==> src/rtl/mbx_pkg.sv <==
// Shared widths, codes and status bit positions for the mailbox port.
package mbx_pkg;
    localparam int DW = 8;
    typedef logic [DW-1:0] byte_t;

    // Command codes written to location 1
    localparam byte_t CODE_OPEN   = 8'h01;
    localparam byte_t CODE_CLOSE  = 8'h03;
    localparam byte_t CODE_ABORT  = 8'h22;

    // Control bytes framing a response
    localparam byte_t MARK_HEAD   = 8'h01;
    localparam byte_t MARK_TAIL   = 8'h03;

    // Status bit positions
    localparam int SB_OUT_FULL  = 0;
    localparam int SB_IN_BUSY   = 1;
    localparam int SB_FRAME     = 2;
    localparam int SB_SPARE     = 3;
    localparam int SB_CMD_RDY   = 4;
    localparam int SB_DATA_RDY  = 5;

    typedef enum logic [1:0] {
        TX_IDLE,
        TX_BODY,
        TX_TAIL
    } tx_state_e;
endpackage

==> src/rtl/mbx_rx_path.sv <==
// Inbound side: holds one host byte (data or command), decodes commands,
// keeps the mode flags and drives the command strobes.
// Assumes the caller has already split writes by location; cancel is
// detected here combinationally so it can act on its own write edge.
module mbx_rx_path
    import mbx_pkg::*;
(
    input  logic  clk,
    input  logic  rst_n,
    input  logic  wr_data,
    input  logic  wr_cmd,
    input  byte_t wdata,
    input  logic  in_ready,
    input  logic  rsp_done,
    output logic  in_busy,
    output logic  data_mode,
    output logic  cmd_rdy,
    output logic  in_valid,
    output byte_t in_data,
    output logic  abort_now,
    output logic  cmd_start,
    output logic  cmd_end,
    output logic  cmd_cancel
);
    byte_t hold_q;
    logic  hold_is_cmd;

    assign abort_now = wr_cmd && (wdata == CODE_ABORT);
    assign in_valid  = in_busy && !hold_is_cmd;
    assign in_data   = hold_q;

    // Holding register, command decode, mode flags and strobes.
    always_ff @(posedge clk) begin
        if (!rst_n) begin
            in_busy     <= 1'b0;
            hold_q      <= '0;
            hold_is_cmd <= 1'b0;
            data_mode   <= 1'b0;
            cmd_rdy     <= 1'b1;
            cmd_start   <= 1'b0;
            cmd_end     <= 1'b0;
            cmd_cancel  <= 1'b0;
        end else begin
            cmd_start  <= 1'b0;
            cmd_end    <= 1'b0;
            cmd_cancel <= 1'b0;
            if (rsp_done) begin
                cmd_rdy <= 1'b1;
            end
            if (abort_now) begin
                in_busy     <= 1'b0;
                hold_is_cmd <= 1'b0;
                data_mode   <= 1'b0;
                cmd_rdy     <= 1'b1;
                cmd_cancel  <= 1'b1;
            end else if (!in_busy) begin
                if (wr_cmd) begin
                    in_busy     <= 1'b1;
                    hold_q      <= wdata;
                    hold_is_cmd <= 1'b1;
                end else if (wr_data && data_mode) begin
                    in_busy     <= 1'b1;
                    hold_q      <= wdata;
                    hold_is_cmd <= 1'b0;
                end
            end else if (hold_is_cmd) begin
                in_busy <= 1'b0;
                if (hold_q == CODE_OPEN) begin
                    data_mode <= 1'b1;
                    cmd_rdy   <= 1'b0;
                    cmd_start <= 1'b1;
                end else if (hold_q == CODE_CLOSE && data_mode) begin
                    data_mode <= 1'b0;
                    cmd_end   <= 1'b1;
                end
            end else if (in_ready) begin
                in_busy <= 1'b0;
            end
        end
    end
endmodule

==> src/rtl/mbx_tx_path.sv <==
// Outbound side: one-byte output buffer plus the response framer that
// wraps the engine's payload between head and tail control bytes.
// Assumes host_take is only meaningful while the buffer is full.
module mbx_tx_path
    import mbx_pkg::*;
(
    input  logic  clk,
    input  logic  rst_n,
    input  logic  clear,
    input  logic  host_take,
    input  logic  rsp_valid,
    input  byte_t rsp_data,
    input  logic  rsp_last,
    output logic  rsp_ready,
    output logic  out_full,
    output logic  out_ctl,
    output byte_t out_byte,
    output logic  rsp_done
);
    tx_state_e state_q;

    assign rsp_ready = (state_q == TX_BODY) && !out_full && !clear;
    assign rsp_done  = host_take && out_full && out_ctl && (out_byte == MARK_TAIL);

    // Framer state and output buffer loading / draining.
    always_ff @(posedge clk) begin
        if (!rst_n) begin
            state_q  <= TX_IDLE;
            out_full <= 1'b0;
            out_ctl  <= 1'b0;
            out_byte <= '0;
        end else if (clear) begin
            state_q  <= TX_IDLE;
            out_full <= 1'b0;
            out_ctl  <= 1'b0;
        end else begin
            if (host_take) begin
                out_full <= 1'b0;
            end
            if (!out_full) begin
                case (state_q)
                    TX_IDLE: if (rsp_valid) begin
                        out_byte <= MARK_HEAD;
                        out_ctl  <= 1'b1;
                        out_full <= 1'b1;
                        state_q  <= TX_BODY;
                    end
                    TX_BODY: if (rsp_valid) begin
                        out_byte <= rsp_data;
                        out_ctl  <= 1'b0;
                        out_full <= 1'b1;
                        if (rsp_last) state_q <= TX_TAIL;
                    end
                    default: begin
                        out_byte <= MARK_TAIL;
                        out_ctl  <= 1'b1;
                        out_full <= 1'b1;
                        state_q  <= TX_IDLE;
                    end
                endcase
            end
        end
    end
endmodule

==> src/rtl/mbx_port.sv <==
// Top of the mailbox register port: splits bus accesses between the two
// locations, assembles the status byte and registers read data.
// Assumes at most one of bus_rd / bus_wr per cycle.
module mbx_port
    import mbx_pkg::*;
(
    input  logic        clk,
    input  logic        rst_n,
    input  logic        bus_addr,
    input  logic        bus_rd,
    input  logic        bus_wr,
    input  logic [7:0]  bus_wdata,
    output logic [7:0]  bus_rdata,
    output logic        in_valid,
    output logic [7:0]  in_data,
    input  logic        in_ready,
    input  logic        rsp_valid,
    input  logic [7:0]  rsp_data,
    input  logic        rsp_last,
    output logic        rsp_ready,
    output logic        cmd_start,
    output logic        cmd_end,
    output logic        cmd_cancel
);
    logic  in_busy, data_mode, cmd_rdy, abort_now;
    logic  out_full, out_ctl, rsp_done;
    byte_t out_byte;
    byte_t stat;

    logic wr_data, wr_cmd, host_take;
    assign wr_data   = bus_wr && !bus_addr;
    assign wr_cmd    = bus_wr &&  bus_addr;
    assign host_take = bus_rd && !bus_addr && out_full;

    always_comb begin
        stat                = '0;
        stat[SB_OUT_FULL]   = out_full;
        stat[SB_IN_BUSY]    = in_busy;
        stat[SB_FRAME]      = out_full && out_ctl;
        stat[SB_SPARE]      = 1'b0;
        stat[SB_CMD_RDY]    = cmd_rdy;
        stat[SB_DATA_RDY]   = data_mode;
    end

    mbx_rx_path u_rx (
        .clk(clk), .rst_n(rst_n), .wr_data(wr_data), .wr_cmd(wr_cmd),
        .wdata(bus_wdata), .in_ready(in_ready), .rsp_done(rsp_done),
        .in_busy(in_busy), .data_mode(data_mode), .cmd_rdy(cmd_rdy),
        .in_valid(in_valid), .in_data(in_data), .abort_now(abort_now),
        .cmd_start(cmd_start), .cmd_end(cmd_end), .cmd_cancel(cmd_cancel)
    );

    mbx_tx_path u_tx (
        .clk(clk), .rst_n(rst_n), .clear(abort_now), .host_take(host_take),
        .rsp_valid(rsp_valid), .rsp_data(rsp_data), .rsp_last(rsp_last),
        .rsp_ready(rsp_ready), .out_full(out_full), .out_ctl(out_ctl),
        .out_byte(out_byte), .rsp_done(rsp_done)
    );

    // Registered read data: status or the last byte presented.
    always_ff @(posedge clk) begin
        if (!rst_n) begin
            bus_rdata <= '0;
        end else if (bus_rd) begin
            bus_rdata <= bus_addr ? stat : out_byte;
        end
    end
endmodule

==> config.mk <==
export PLATFORM = sky130hd
export DESIGN_NAME = mbx_port
export DESIGN_NICKNAME = d
export VERILOG_FILES = /design/src/rtl/mbx_pkg.sv /design/src/rtl/mbx_rx_path.sv /design/src/rtl/mbx_tx_path.sv /design/src/rtl/mbx_port.sv
export SDC_FILE = /design/constraint.sdc
export NUM_CORES = 1
export LEC_CHECK = 0
export BUFFER_PORTS_ARGS = -buffer_cell sky130_fd_sc_hd__buf_2
export CAP_MARGIN = 40
export CELL_PAD_IN_SITES_DETAIL_PLACEMENT = 1
export CELL_PAD_IN_SITES_GLOBAL_PLACEMENT = 1
export CORE_MARGIN = 10
export CORE_UTILIZATION = 35
export CTS_BUF_LIST = sky130_fd_sc_hd__clkbuf_2
export DETAILED_ROUTE_END_ITERATION = 10
export PLACE_DENSITY_LB_ADDON = 0.1
export REMOVE_ABC_BUFFERS = 1
export SLEW_MARGIN = 10
export SYNTH_ARGS = -nofsm -noshare
export SYNTH_HDL_FRONTEND = slang
export SYNTH_SLANG_ARGS = --single-unit
==> constraint.sdc <==
create_clock -name clk -period 1.46 [get_ports clk]
set_input_delay 0.219 -clock clk [delete_from_list [all_inputs] [get_ports clk]]
set_output_delay 0.219 -clock clk [all_outputs]
set_load 0.02 [all_outputs]
==> flow_summary.toml <==
[sta]
period_needed_ps = 1420
skew_ps = 17.8
drv_slew = 0
setup_viol = 0
whs_ps = 68.9
worst_pin_slew_ps = 307
fin_ws_ps = 39.4
max-slew-margin-rel = 0.795
fin_setup_tns_ps = 0
rsz0062_at_grt = "yes"
finalCritPeriodShare = 0.973
fmax_ghz = 0.704
hold_violations = 0

[synthesis]
synth_top_cells_by_area = "dfxtp_1, mux2i_1, nand2_1"
syn_avg_cell_area_um2 = 9.08
synth-main-ff-cell = "dfxtp_1"
syn_inst = 164
synth-warning-count = 0
synth.cell_area_um2 = 1490
synth.distinct_cells = 31
synth-edff-count = 0
ys_async_sr_fraction = 0
yosysTopAreaCellShare = 0.471
yosysMostFrequentCell = "dfxtp_1"
yosys_register_bits = 35
yosysSeqAreaShare = 0.471
yosysTopAreaCell = "dfxtp_1"
synth_common_cells = "dfxtp_1, nand2_1, mux2i_1"

[placement]
hpwl_mm = 3.46
place_ws_ps = 55.9
placed_area_um2 = 1830
portBuffers = 44
gp_congestion = 0.771

[power]
power_density_nw_per_um2 = 1010
peakVddDrop_mv = 0.494
p_seq_frac = 0.525
p_leak_nw = 0.927
power_mw = 1.97
comb_power_share = 0.160
swShare = 0.275
p_int_mw = 1.42
clkPwrFrac = 0.314
netSwitchingPower_uw = 541

[setup_path]
cp.depth = 3
path_cells = "buf_4, nor3b_2, buf_4"
regToRegSetupSlack_ps = 90
reg2reg_depth = 4
worstPathRequired_ps = 1240
crit_top_cell = "buf_4"
r2r-end = "u_rx.cmd_rdy"
reg2reg_from = "u_rx.in_data[2]"
cp_num_buf_inv = 2
slowest_delay_ps = 350
endpoint = "rsp_ready"
end_kind = "output port"
path_class = "reg2out"
cp_top_family = "flip-flops"
cp.arrival_ps = 1200
cp-start-kind = "flop"
crit_path_top_delay_cell = "dfxtp_2"
critPathLaunch = "u_tx.out_full"
path_max_fanout = 7

[clock_tree]
cts_buffer_depth = 2
root_buffer = "clkbuf_2"
numCtsBuffers = 5
cts.sinks = 35
cts.clk_slew.worst_paths_ps = 190
cts_tree = "yes"
htree_levels = 2
clk_latency_ps = 390

[grt]
grt_pass1_wl_mm = 7.19
grt_use_total = 0.121
grt_pass1_vias = 1545
grt-ovfl-total = 0
antenna_found_initial = 0
grt_start_max_net_pins = 24

[floorplanning]
io-pin-count = 45
start_util = 0.367
die_area_um2 = 7260
core_region_area_um2 = 4060
std_cell_rows = 23
die_x_um = 85.2
die_y_um = 85.2

[route]
wl_met3_um = 268
drtAntennaViolNets = 0
met2_length_mm = 2.16
vias_per_cell = 5.09
drc_errors = 0
drt_iter0_drc = 57
highest_layer = "met4"
dr.pass1.iters = 4
post_drt_wl_per_cell_um = 15.9
drt-total-wl_mm = 4.36
wl_met1_mm = 1.86
dr_total_vias = 1394

[job]
cap_violations = 0

[finish]
stdcell_area_um2 = 1940
n_antenna_cell = 0
nFillCells = 497
drive_gt1_frac = 0.335
syn_to_final_growth_pct = 30.5
layout.nets = 247

[min_path]
holdCritPathClass = "in2reg"

[outcome]
status = "completed"
cells in the final DEF (no fill, tap or decap), drive strengths merged, types with 2 or more instances in the layout:
cell / count
buf: 59
dfxtp: 35
nand2: 32
mux2i: 17
nor2: 13
a21oi: 9
nand3: 9
o211a: 7
nor2b: 6
clkbuf: 5
nor3: 4
nor4b: 3
nor3b: 3
nand4b: 2
nand2b: 2
o21ai: 2
clkinv: 2
cell type report:
cell class | instances | area [um2] | area share
Sequential cell | 35 | 708 | 0.364
Inverter | 1 | 3.75 | 0.00193
Tap cell | 50 | 62.6 | 0.0322
Timing Repair Buffer | 59 | 335 | 0.173
Clock buffer | 5 | 25.0 | 0.0129
Multi-Input combinational cell | 121 | 769 | 0.396
Clock inverter | 3 | 38.8 | 0.0200
stage by stage:
stage / util / instances
floorplan: - / 157
global placement: 0.452 / 263
detailed placement: 0.452 / 263
CTS: 0.477 / 273
global route: 0.479 / 274
finish: 0.479 / 274
how the worst min path moves through the flow:
stage                 start                to  slack (ps)  depth (start not counted)
6_report        rsp_data[7]  u_tx.out_byte[7]          70                          3
5_1_grt         rsp_data[4]  u_tx.out_byte[4]          40                          3
4_1_cts         rsp_data[7]  u_tx.out_byte[7]          40                          3
3_5_place_dp   bus_rdata[1]      bus_rdata[1]         470                          1
3_3_place_gp   bus_rdata[0]      bus_rdata[0]         460                          1
2_1_floorplan         rst_n   u_rx.cmd_cancel         340                          1
flip-flops by register name, summed over array words and instances (netlist names):
name	flops
u_rx.cmd_rdy	1
u_rx.cmd_cancel	1
bus_rdata	8
u_rx.in_busy	1
u_tx.out_full	1
u_tx.out_byte	8
u_tx.out_ctl	1
u_rx.cmd_end	1
u_tx.state_q	2
u_rx.data_mode	1
u_rx.hold_is_cmd	1
u_rx.in_data	8
u_rx.cmd_start	1
power groups by stage:
stage,clock (mW),sequential [mW],combinational (mW)
floorplan,0,1.08,0.129
global placement,0,1.05,0.294
detailed placement,0,1.06,0.303
CTS,0.638,1.03,0.317
global route,0.677,1.04,0.348
finish,0.617,1.03,0.315
cell families (layout without fill, tap and decap cells):
family          after synthesis  after routing  synth area share
compound gates               25             25             0.122
buf+inv                       8             68            0.0210
flops                        35             35             0.471
mux                          17             17             0.114
simple gates                 79             79             0.272
layer usage:
| layer | global-route usage | vias up |
|---|---|---|
| met3 | 0.0430 | 7 |
| met5 | 0 | - |
| met4 | 0.0524 | 0 |
| met2 | 0.210 | 31 |
| met1 | 0.128 | 662 |
| li1 | - | 694 |
worst min-delay path: stages:
cell and delay, ps:
buf_2 100, nand3_1 60, mux2i_1 60
what timing repair did:
action,in CTS,in global routing
gates resized for setup,8,1
setup buffers,2,1
setup endpoints to repair,1,2
hold buffers,0,0
pin swaps,1,0
Power figures use the tool's default switching activity.
